==> config.mk <==
export PLATFORM = sky130hd
export DESIGN_NAME = mcu_map_decoder
export DESIGN_NICKNAME = d
export VERILOG_FILES = /design/src/rtl/mcu_map_pkg.sv /design/src/rtl/addr_map_decode.sv /design/src/rtl/wr_delay_timer.sv /design/src/rtl/mcu_map_decoder.sv
export SDC_FILE = /design/constraint.sdc
export NUM_CORES = 1
export LEC_CHECK = 0
export BUFFER_PORTS_ARGS = -buffer_cell sky130_fd_sc_hd__buf_4
export CAP_MARGIN = 25
export CORE_AREA = 2 2 39 41
export CTS_BUF_LIST = sky130_fd_sc_hd__clkbuf_16
export DETAILED_ROUTE_END_ITERATION = 12
export DIE_AREA = 0 0 41 43
export PLACE_DENSITY = 0.74
export SETUP_SLACK_MARGIN = 0.05
export SYNTH_ARGS = -nofsm -noshare
export SYNTH_HDL_FRONTEND = slang
export SYNTH_HIERARCHICAL = 1
export SYNTH_SLANG_ARGS = --single-unit
export TNS_END_PERCENT = 20
==> constraint.sdc <==
create_clock -name clk -period 2 [get_ports clk]
set_clock_uncertainty 0.15 [all_clocks]
set_input_delay 0.4 -clock clk [delete_from_list [all_inputs] [get_ports clk]]
set_output_delay 0.4 -clock clk [all_outputs]
set_load 0.005 [all_outputs]
==> src/rtl/mcu_map_pkg.sv <==
package mcu_map_pkg;

  typedef struct packed {
    logic       fdc_cs;
    logic       fdc_rd;
    logic       wr_qual;
    logic       rom_oe;
    logic       sram_ce;
    logic       sram_wr;
    logic [1:0] rs;
  } sel_t;

  // Write-strobe delay in system clocks, rounded up.
  function automatic int unsigned delay_cycles(input int unsigned dly_ns,
                                               input int unsigned period_ns);
    return (dly_ns + period_ns - 1) / period_ns;
  endfunction

  // hi = {A15, A14, A13, A12, A11, A10}
  function automatic logic hit_fdc_cs(input logic [5:0] hi);
    return hi[1] & ~hi[5];
  endfunction

  function automatic logic hit_fdc_rd(input logic [5:0] hi, input logic e);
    return e & ~hi[2] & ~hi[5];
  endfunction

  function automatic logic hit_wr_qual(input logic [5:0] hi, input logic e);
    return e & hi[2];
  endfunction

  function automatic logic hit_rom(input logic [5:0] hi, input logic e);
    return e & hi[5];
  endfunction

  function automatic logic hit_sram_ce(input logic [5:0] hi, input logic e);
    return e & hi[0] & ~hi[5];
  endfunction

  function automatic logic hit_sram_wr(input logic [5:0] hi);
    return ~hi[2];
  endfunction

endpackage

==> src/rtl/addr_map_decode.sv <==
module addr_map_decode
  import mcu_map_pkg::*;
(
  input  logic [5:0] addr_hi,
  input  logic       e_clk,
  output sel_t       sel
);
  always_comb begin
    sel.fdc_cs  = hit_fdc_cs(addr_hi);
    sel.fdc_rd  = hit_fdc_rd(addr_hi, e_clk);
    sel.wr_qual = hit_wr_qual(addr_hi, e_clk);
    sel.rom_oe  = hit_rom(addr_hi, e_clk);
    sel.sram_ce = hit_sram_ce(addr_hi, e_clk);
    sel.sram_wr = hit_sram_wr(addr_hi);
    sel.rs      = addr_hi[4:3];
  end
endmodule

==> src/rtl/wr_delay_timer.sv <==
module wr_delay_timer #(
  parameter int unsigned DELAY_CYCLES = 20
) (
  input  logic clk,
  input  logic rst_n,
  input  logic qual,
  output logic fire
);
  localparam int unsigned CW = (DELAY_CYCLES < 2) ? 1 : $clog2(DELAY_CYCLES + 1);
  localparam logic [CW-1:0] LAST = CW'(DELAY_CYCLES - 1);

  logic [CW-1:0] cnt;

  // Strobe is due on the edge that completes DELAY_CYCLES qualifying samples.
  assign fire = qual && (cnt >= LAST);

  always_ff @(posedge clk or negedge rst_n) begin
    if (!rst_n)          cnt <= '0;
    else if (!qual)      cnt <= '0;
    else if (cnt < LAST) cnt <= cnt + 1'b1;
  end
endmodule

==> src/rtl/mcu_map_decoder.sv <==
module mcu_map_decoder
  import mcu_map_pkg::*;
#(
  parameter int unsigned CLK_PERIOD_NS = 20,
  parameter int unsigned DELAY_NS      = 400
) (
  input  logic        clk,
  input  logic        rst_n,
  input  logic [15:0] addr,
  input  logic        e_clk,
  output logic        fdc_cs_n,
  output logic        fdc_rd_n,
  output logic        fdc_wr_n,
  output logic [1:0]  fdc_rs,
  output logic        rom_oe_n,
  output logic        sram_ce_n,
  output logic        sram_we_n
);
  localparam int unsigned DELAY_CYCLES = delay_cycles(DELAY_NS, CLK_PERIOD_NS);

  sel_t sel;
  logic wr_fire;
  logic unused_low_addr;

  assign unused_low_addr = ^addr[9:0];

  addr_map_decode u_dec (
    .addr_hi (addr[15:10]),
    .e_clk   (e_clk),
    .sel     (sel)
  );

  wr_delay_timer #(.DELAY_CYCLES(DELAY_CYCLES)) u_tmr (
    .clk   (clk),
    .rst_n (rst_n),
    .qual  (sel.wr_qual),
    .fire  (wr_fire)
  );

  always_ff @(posedge clk or negedge rst_n) begin
    if (!rst_n) begin
      fdc_cs_n  <= 1'b1;
      fdc_rd_n  <= 1'b1;
      fdc_wr_n  <= 1'b1;
      fdc_rs    <= 2'b00;
      rom_oe_n  <= 1'b1;
      sram_ce_n <= 1'b1;
      sram_we_n <= 1'b1;
    end else begin
      fdc_cs_n  <= ~sel.fdc_cs;
      fdc_rd_n  <= ~sel.fdc_rd;
      fdc_wr_n  <= ~wr_fire;
      fdc_rs    <= sel.rs;
      rom_oe_n  <= ~sel.rom_oe;
      sram_ce_n <= ~sel.sram_ce;
      sram_we_n <= ~sel.sram_wr;
    end
  end
endmodule

After elaboration in Yosys (flattened, before gate mapping)
Cells that the tools add are included.
Storage, ports and cells
  register bits: 13
  bits of input ports: 19
  output and inout port bits: 8
  logic and storage cells: 29
Cells by class
  add/subtract/negate cells: 1
  order comparisons: 2
  equal/unequal tests: 1
  multiplexer cells: 2
  bitwise operators: 14
  reduce and logical (&&, ||, !) cells: 1
Operators with widths (count)
  $mux 5: 2
  $and 1x1->1: 7
  $not 1->1: 7
  $add 5x1->5 const B: 1
  $ge 5x5->1 const B: 1
  $lt 5x5->1 const B: 1
  $ne 2x2->1 const B: 1
  $logic_and 1x1->1: 1

Depth between registers and ports, before layout
  word-level depth: 4
  gate-level depth with buffers: 4
  mapped depth without buffers: 4

Hierarchy
Netlist, hierarchy kept.
By module, submodules not included
  wr_delay_timer: times used 1, cells an instance 28, area an instance 271.5 um^2, seq. area each 125.1 um^2
  mcu_map_decoder: times used 1, cells an instance 14, area an instance 230.2 um^2, seq. area each 207.7 um^2
  addr_map_decode: times used 1, cells an instance 8, area an instance 60.1 um^2, seq. area each 0.0 um^2

Least setup slack after synthesis
No wires, ideal clock.
  path kind: register -> register
  from: reg u_tmr.cnt[0]
  to: reg u_tmr.cnt[2]
  library setup time: 0.124 ns
  arrival: 0.893 ns
  data required time: 1.726 ns
  setup slack: 0.833 ns
  cell stages (with the launch flop): 5
  buffers on the path: 0
  clock period less this slack: 1.167 ns
  cell sequence: dfrtp_1 -> ha_1 -> o21ai_1 -> a31oi_1 -> o31a_1
On the way
  cells in the longest elaborated chain, start to end: 3
  elaborated cells between the ends (all ways): 5
  classes of those cells: 1 x add/sub; 1 x order compare; 1 x eq/ne; 2 x mux
RTL lines
  start: declaration: RTL line wr_delay_timer.sv:12  | logic [CW-1:0] cnt;
  start signal: assignment: RTL line wr_delay_timer.sv:20  | else if (cnt < LAST) cnt <= cnt + 1'b1;
  $add 5x1->5: RTL line wr_delay_timer.sv:20
  $mux 5: RTL line wr_delay_timer.sv:20
  $mux 5: RTL line wr_delay_timer.sv:19  | else if (!qual) cnt <= '0;
Several ways; a longest one is shown, not always the timed one. The select of a mux whose other input is x is not followed.
A chain may end at the register's enable or synchronous reset.

Worst setup path after layout
  from: reg fdc_cs_n
  to: out fdc_cs_n
RTL lines
  start: declaration: RTL line mcu_map_decoder.sv:11  | output logic fdc_cs_n,
  start signal: assignment: RTL line mcu_map_decoder.sv:50  | fdc_cs_n <= ~sel.fdc_cs;
No word-level cell between the ends.

==> impl_metrics.yaml <==
final_layout:
  area_delta_synth_final_pct: 36.08
  seq_area_um2: 332.8
  final_nets: 89
  mostFrequentLayoutCells: "buf_4 (16), inv_1 (10), dfrtp_1 (7), dfstp_2 (6)"
  multi_input_area_um2: 168.9
  final_common_cell: "buf_4"
  drive_above_1_share: 0.3971
  diodes: 0
  nFillCells: 114
critical_path:
  reg2reg_to: "u_tmr/cnt[2]"
  arrival_ns: 0.85
  critPathKind: "reg -> out"
  ff2ff_path_depth: 4
  required_ns: 1.45
  path_depth: 1
  cp-start-kind: "flop"
  worstPathMaxFanout: 1
  crit_start: "fdc_cs_n"
  crit_path_max_incr_delay_ns: 0.52
  worst_path_max_delay_cell: "dfstp_2"
  cp_top_family: "flip-flops"
  crit_chain: "buf_4"
  endpoint_kind: "primary output"
  cp-endpoint: "fdc_cs_n"
  worst-path-buf-inv: 1
  r2r_start: "u_tmr/cnt[0]"
  reg2reg_slack_ns: 0.72
global_route:
  grt_pass1_wl_um: 1842
  overflow: 0
  antenna_found_initial: 0
  track_usage: 0.1640
  grt_start_max_net_pins: 14
  grt_pass1_vias: 404
pwr:
  p_clk_frac: 0.529
  p_int_mw: 0.5643
  pwr-share-seq: 0.408
  powerDensity_nw_per_um2: 900.1
  ir_drop_v: 0.0004452
  power_switching_mw: 0.1238
  leakage_nw: 0.3510
  combPwrFrac: 0.063
  netSwitchingFraction: 0.1800
die:
  boundaryPins: 27
  die_h_um: 43
  core_um2: 1384
  dieWidth_um: 41
  row_count: 14
  fp.dieArea_um2: 1763
  start_util: 0.4060
timing:
  rsz0062_at_grt: "false"
  fin_tns_setup_ns: 0
  fmaxAchievable_mhz: 713.5
  final_hold_viol_count: 0
  fin_hold_ws_ns: 0.1230
  min_period_ns: 1.402
  setup_viol: 0
  finalMaxSlewViolations: 0
  maxSlewHeadroom: 0.7878
  worstMarginPinSlew_ns: 0.3163
  finalCritPeriodShare: 0.7008
  layout_setup_ws_ns: 0.5984
placement:
  place_hpwl_um: 748
  place_ws_ns: 0.6540
  routabilityCongestion: 0.7037
  port_buffers: 16
clock_tree:
  cts_buffer_depth: 2
  cts-buffers-inserted: 3
  cts_setup_buffers: 0
  cts_resized: 0
  cts_root_buf: "clkbuf_16"
  htree_levels: 1
  clock_sinks: 13
  cts.clk_slew.worst_paths_ns: 0.04
  worst_skew_pair.late_latency_ns: 0.24
  cts_tree: "done"
routing:
  num_vias: 401
  drtIter0Drc: 4
  dr.pass1.iters: 3
  drt.antenna.violating_nets: 0
  drcViolationCount: 0
  vias_per_cell: 4.774
  wl_per_cell_um: 12.85
  drt_wl_total_um: 1079
yosys:
  synth_nets: 70
  ys_types: 24
  yosysTopAreaCell: "dfrtp_1"
  synth_top_area_share: 0.3118
  avgSynthCellArea_um2: 11.24
  ys_warn_count: 6
  synth.cell_area_um2: 561.8
  ys_seq_area_frac: 0.5924
  synth.area.top_cells: "dfrtp_1 (31%), dfstp_2 (28%), inv_1 (6.0%)"
  syn_inst: 50
  ys_ff_latch: 13
hold_path:
  hold_path_class: "in -> reg"
  hold_start: "addr[14]"
run:
  cap_violations: 0
outcome:
  outcome: "completed"
## synthesized netlist by cell type
cell type,instances
ha_1,1
and2_1,2
and3b_1,1
a211oi_1,1
a21oi_1,2
o31ai_1,1
o21ai_0,1
nand3_1,3
o31a_1,1
nand2_1,1
dfstp_2,6
buf_6,1
nand4b_1,1
nor3b_2,1
dfrtp_1,7
xnor2_1,1
nor3_1,1
a21boi_1,1
a31oi_1,1
nor2b_1,1
and2_2,1
inv_1,9
o21ai_1,3
buf_4,2
## registers in the layout, indices dropped and copies added, names as in the netlist
signal / cells
sram_ce_n: 1
u_tmr/cnt: 5
sram_we_n: 1
fdc_wr_n: 1
rom_oe_n: 1
fdc_rs: 2
fdc_rd_n: 1
fdc_cs_n: 1
## worst min-delay path by stage
stage	end	slack [ns]	cells past startpoint
detailed placement	u_tmr/cnt[4]	0.1	1
floorplan	fdc_rs[0]	-0.05	0
global placement	u_tmr/cnt[2]	0.1	1
CTS	fdc_rs[0]	0.12	1
finish	fdc_rs[1]	0.12	1
global route	fdc_rs[0]	0.11	1
## what timing repair did
item                                   4_1_cts  5_1_grt
hold buffers                                 1        0
endpoints found under the hold margin        7        0
setup endpoints to repair                    0        0
## layer usage
layer,vias to the layer above,wire (um),GRT usage,share of wire
li1,200,-,-,-
met3,2,45,0.04712,0.042
met2,9,581,0.2281,0.54
met1,190,431,0.2155,0.40
met5,-,0,0,0
met4,0,19,0.1000,0.018
## final cells by class
type	count	area share
clock buffer	3	0.09820
clock inverter	1	0.004910
inverter	9	0.04419
multi-input combinational	25	0.2209
sequential	13	0.4354
tap	16	0.02619
timing repair buffer	17	0.1702
## logic make-up (layout without fill, tap and decap cells)
family,after synthesis,after routing,synth area share
buf+inv,12,30,0.1069
compound gates,11,11,0.1203
flops,13,13,0.5924
simple gates,12,12,0.1425
xor+xnor,1,1,0.01559
fa+ha+maj,1,1,0.02227
## per-stage QoR
stage | util | instances | power [mW] | cell area, um^2
after detailed placement | 0.4882 | 79 | 0.3270 | 675.6
after global placement | 0.4882 | 79 | 0.3251 | 675.6
after floorplan | - | 50 | 0.2982 | 561.8
final | 0.5524 | 84 | 0.6881 | 764.5
after global routing | 0.5524 | 84 | 0.7236 | 764.5
after CTS | 0.5524 | 84 | 0.6939 | 764.5
## power groups by stage
stage                     combinational, mW  sequential, mW  clock, mW
final                                0.0432           0.281      0.364
after global routing                 0.0487           0.282      0.393
after CTS                            0.0443           0.281      0.368
after detailed placement             0.0424           0.285          0
after global placement               0.0411           0.284          0
after floorplan                      0.0138           0.284          0
Power figures use the tool's default switching activity.
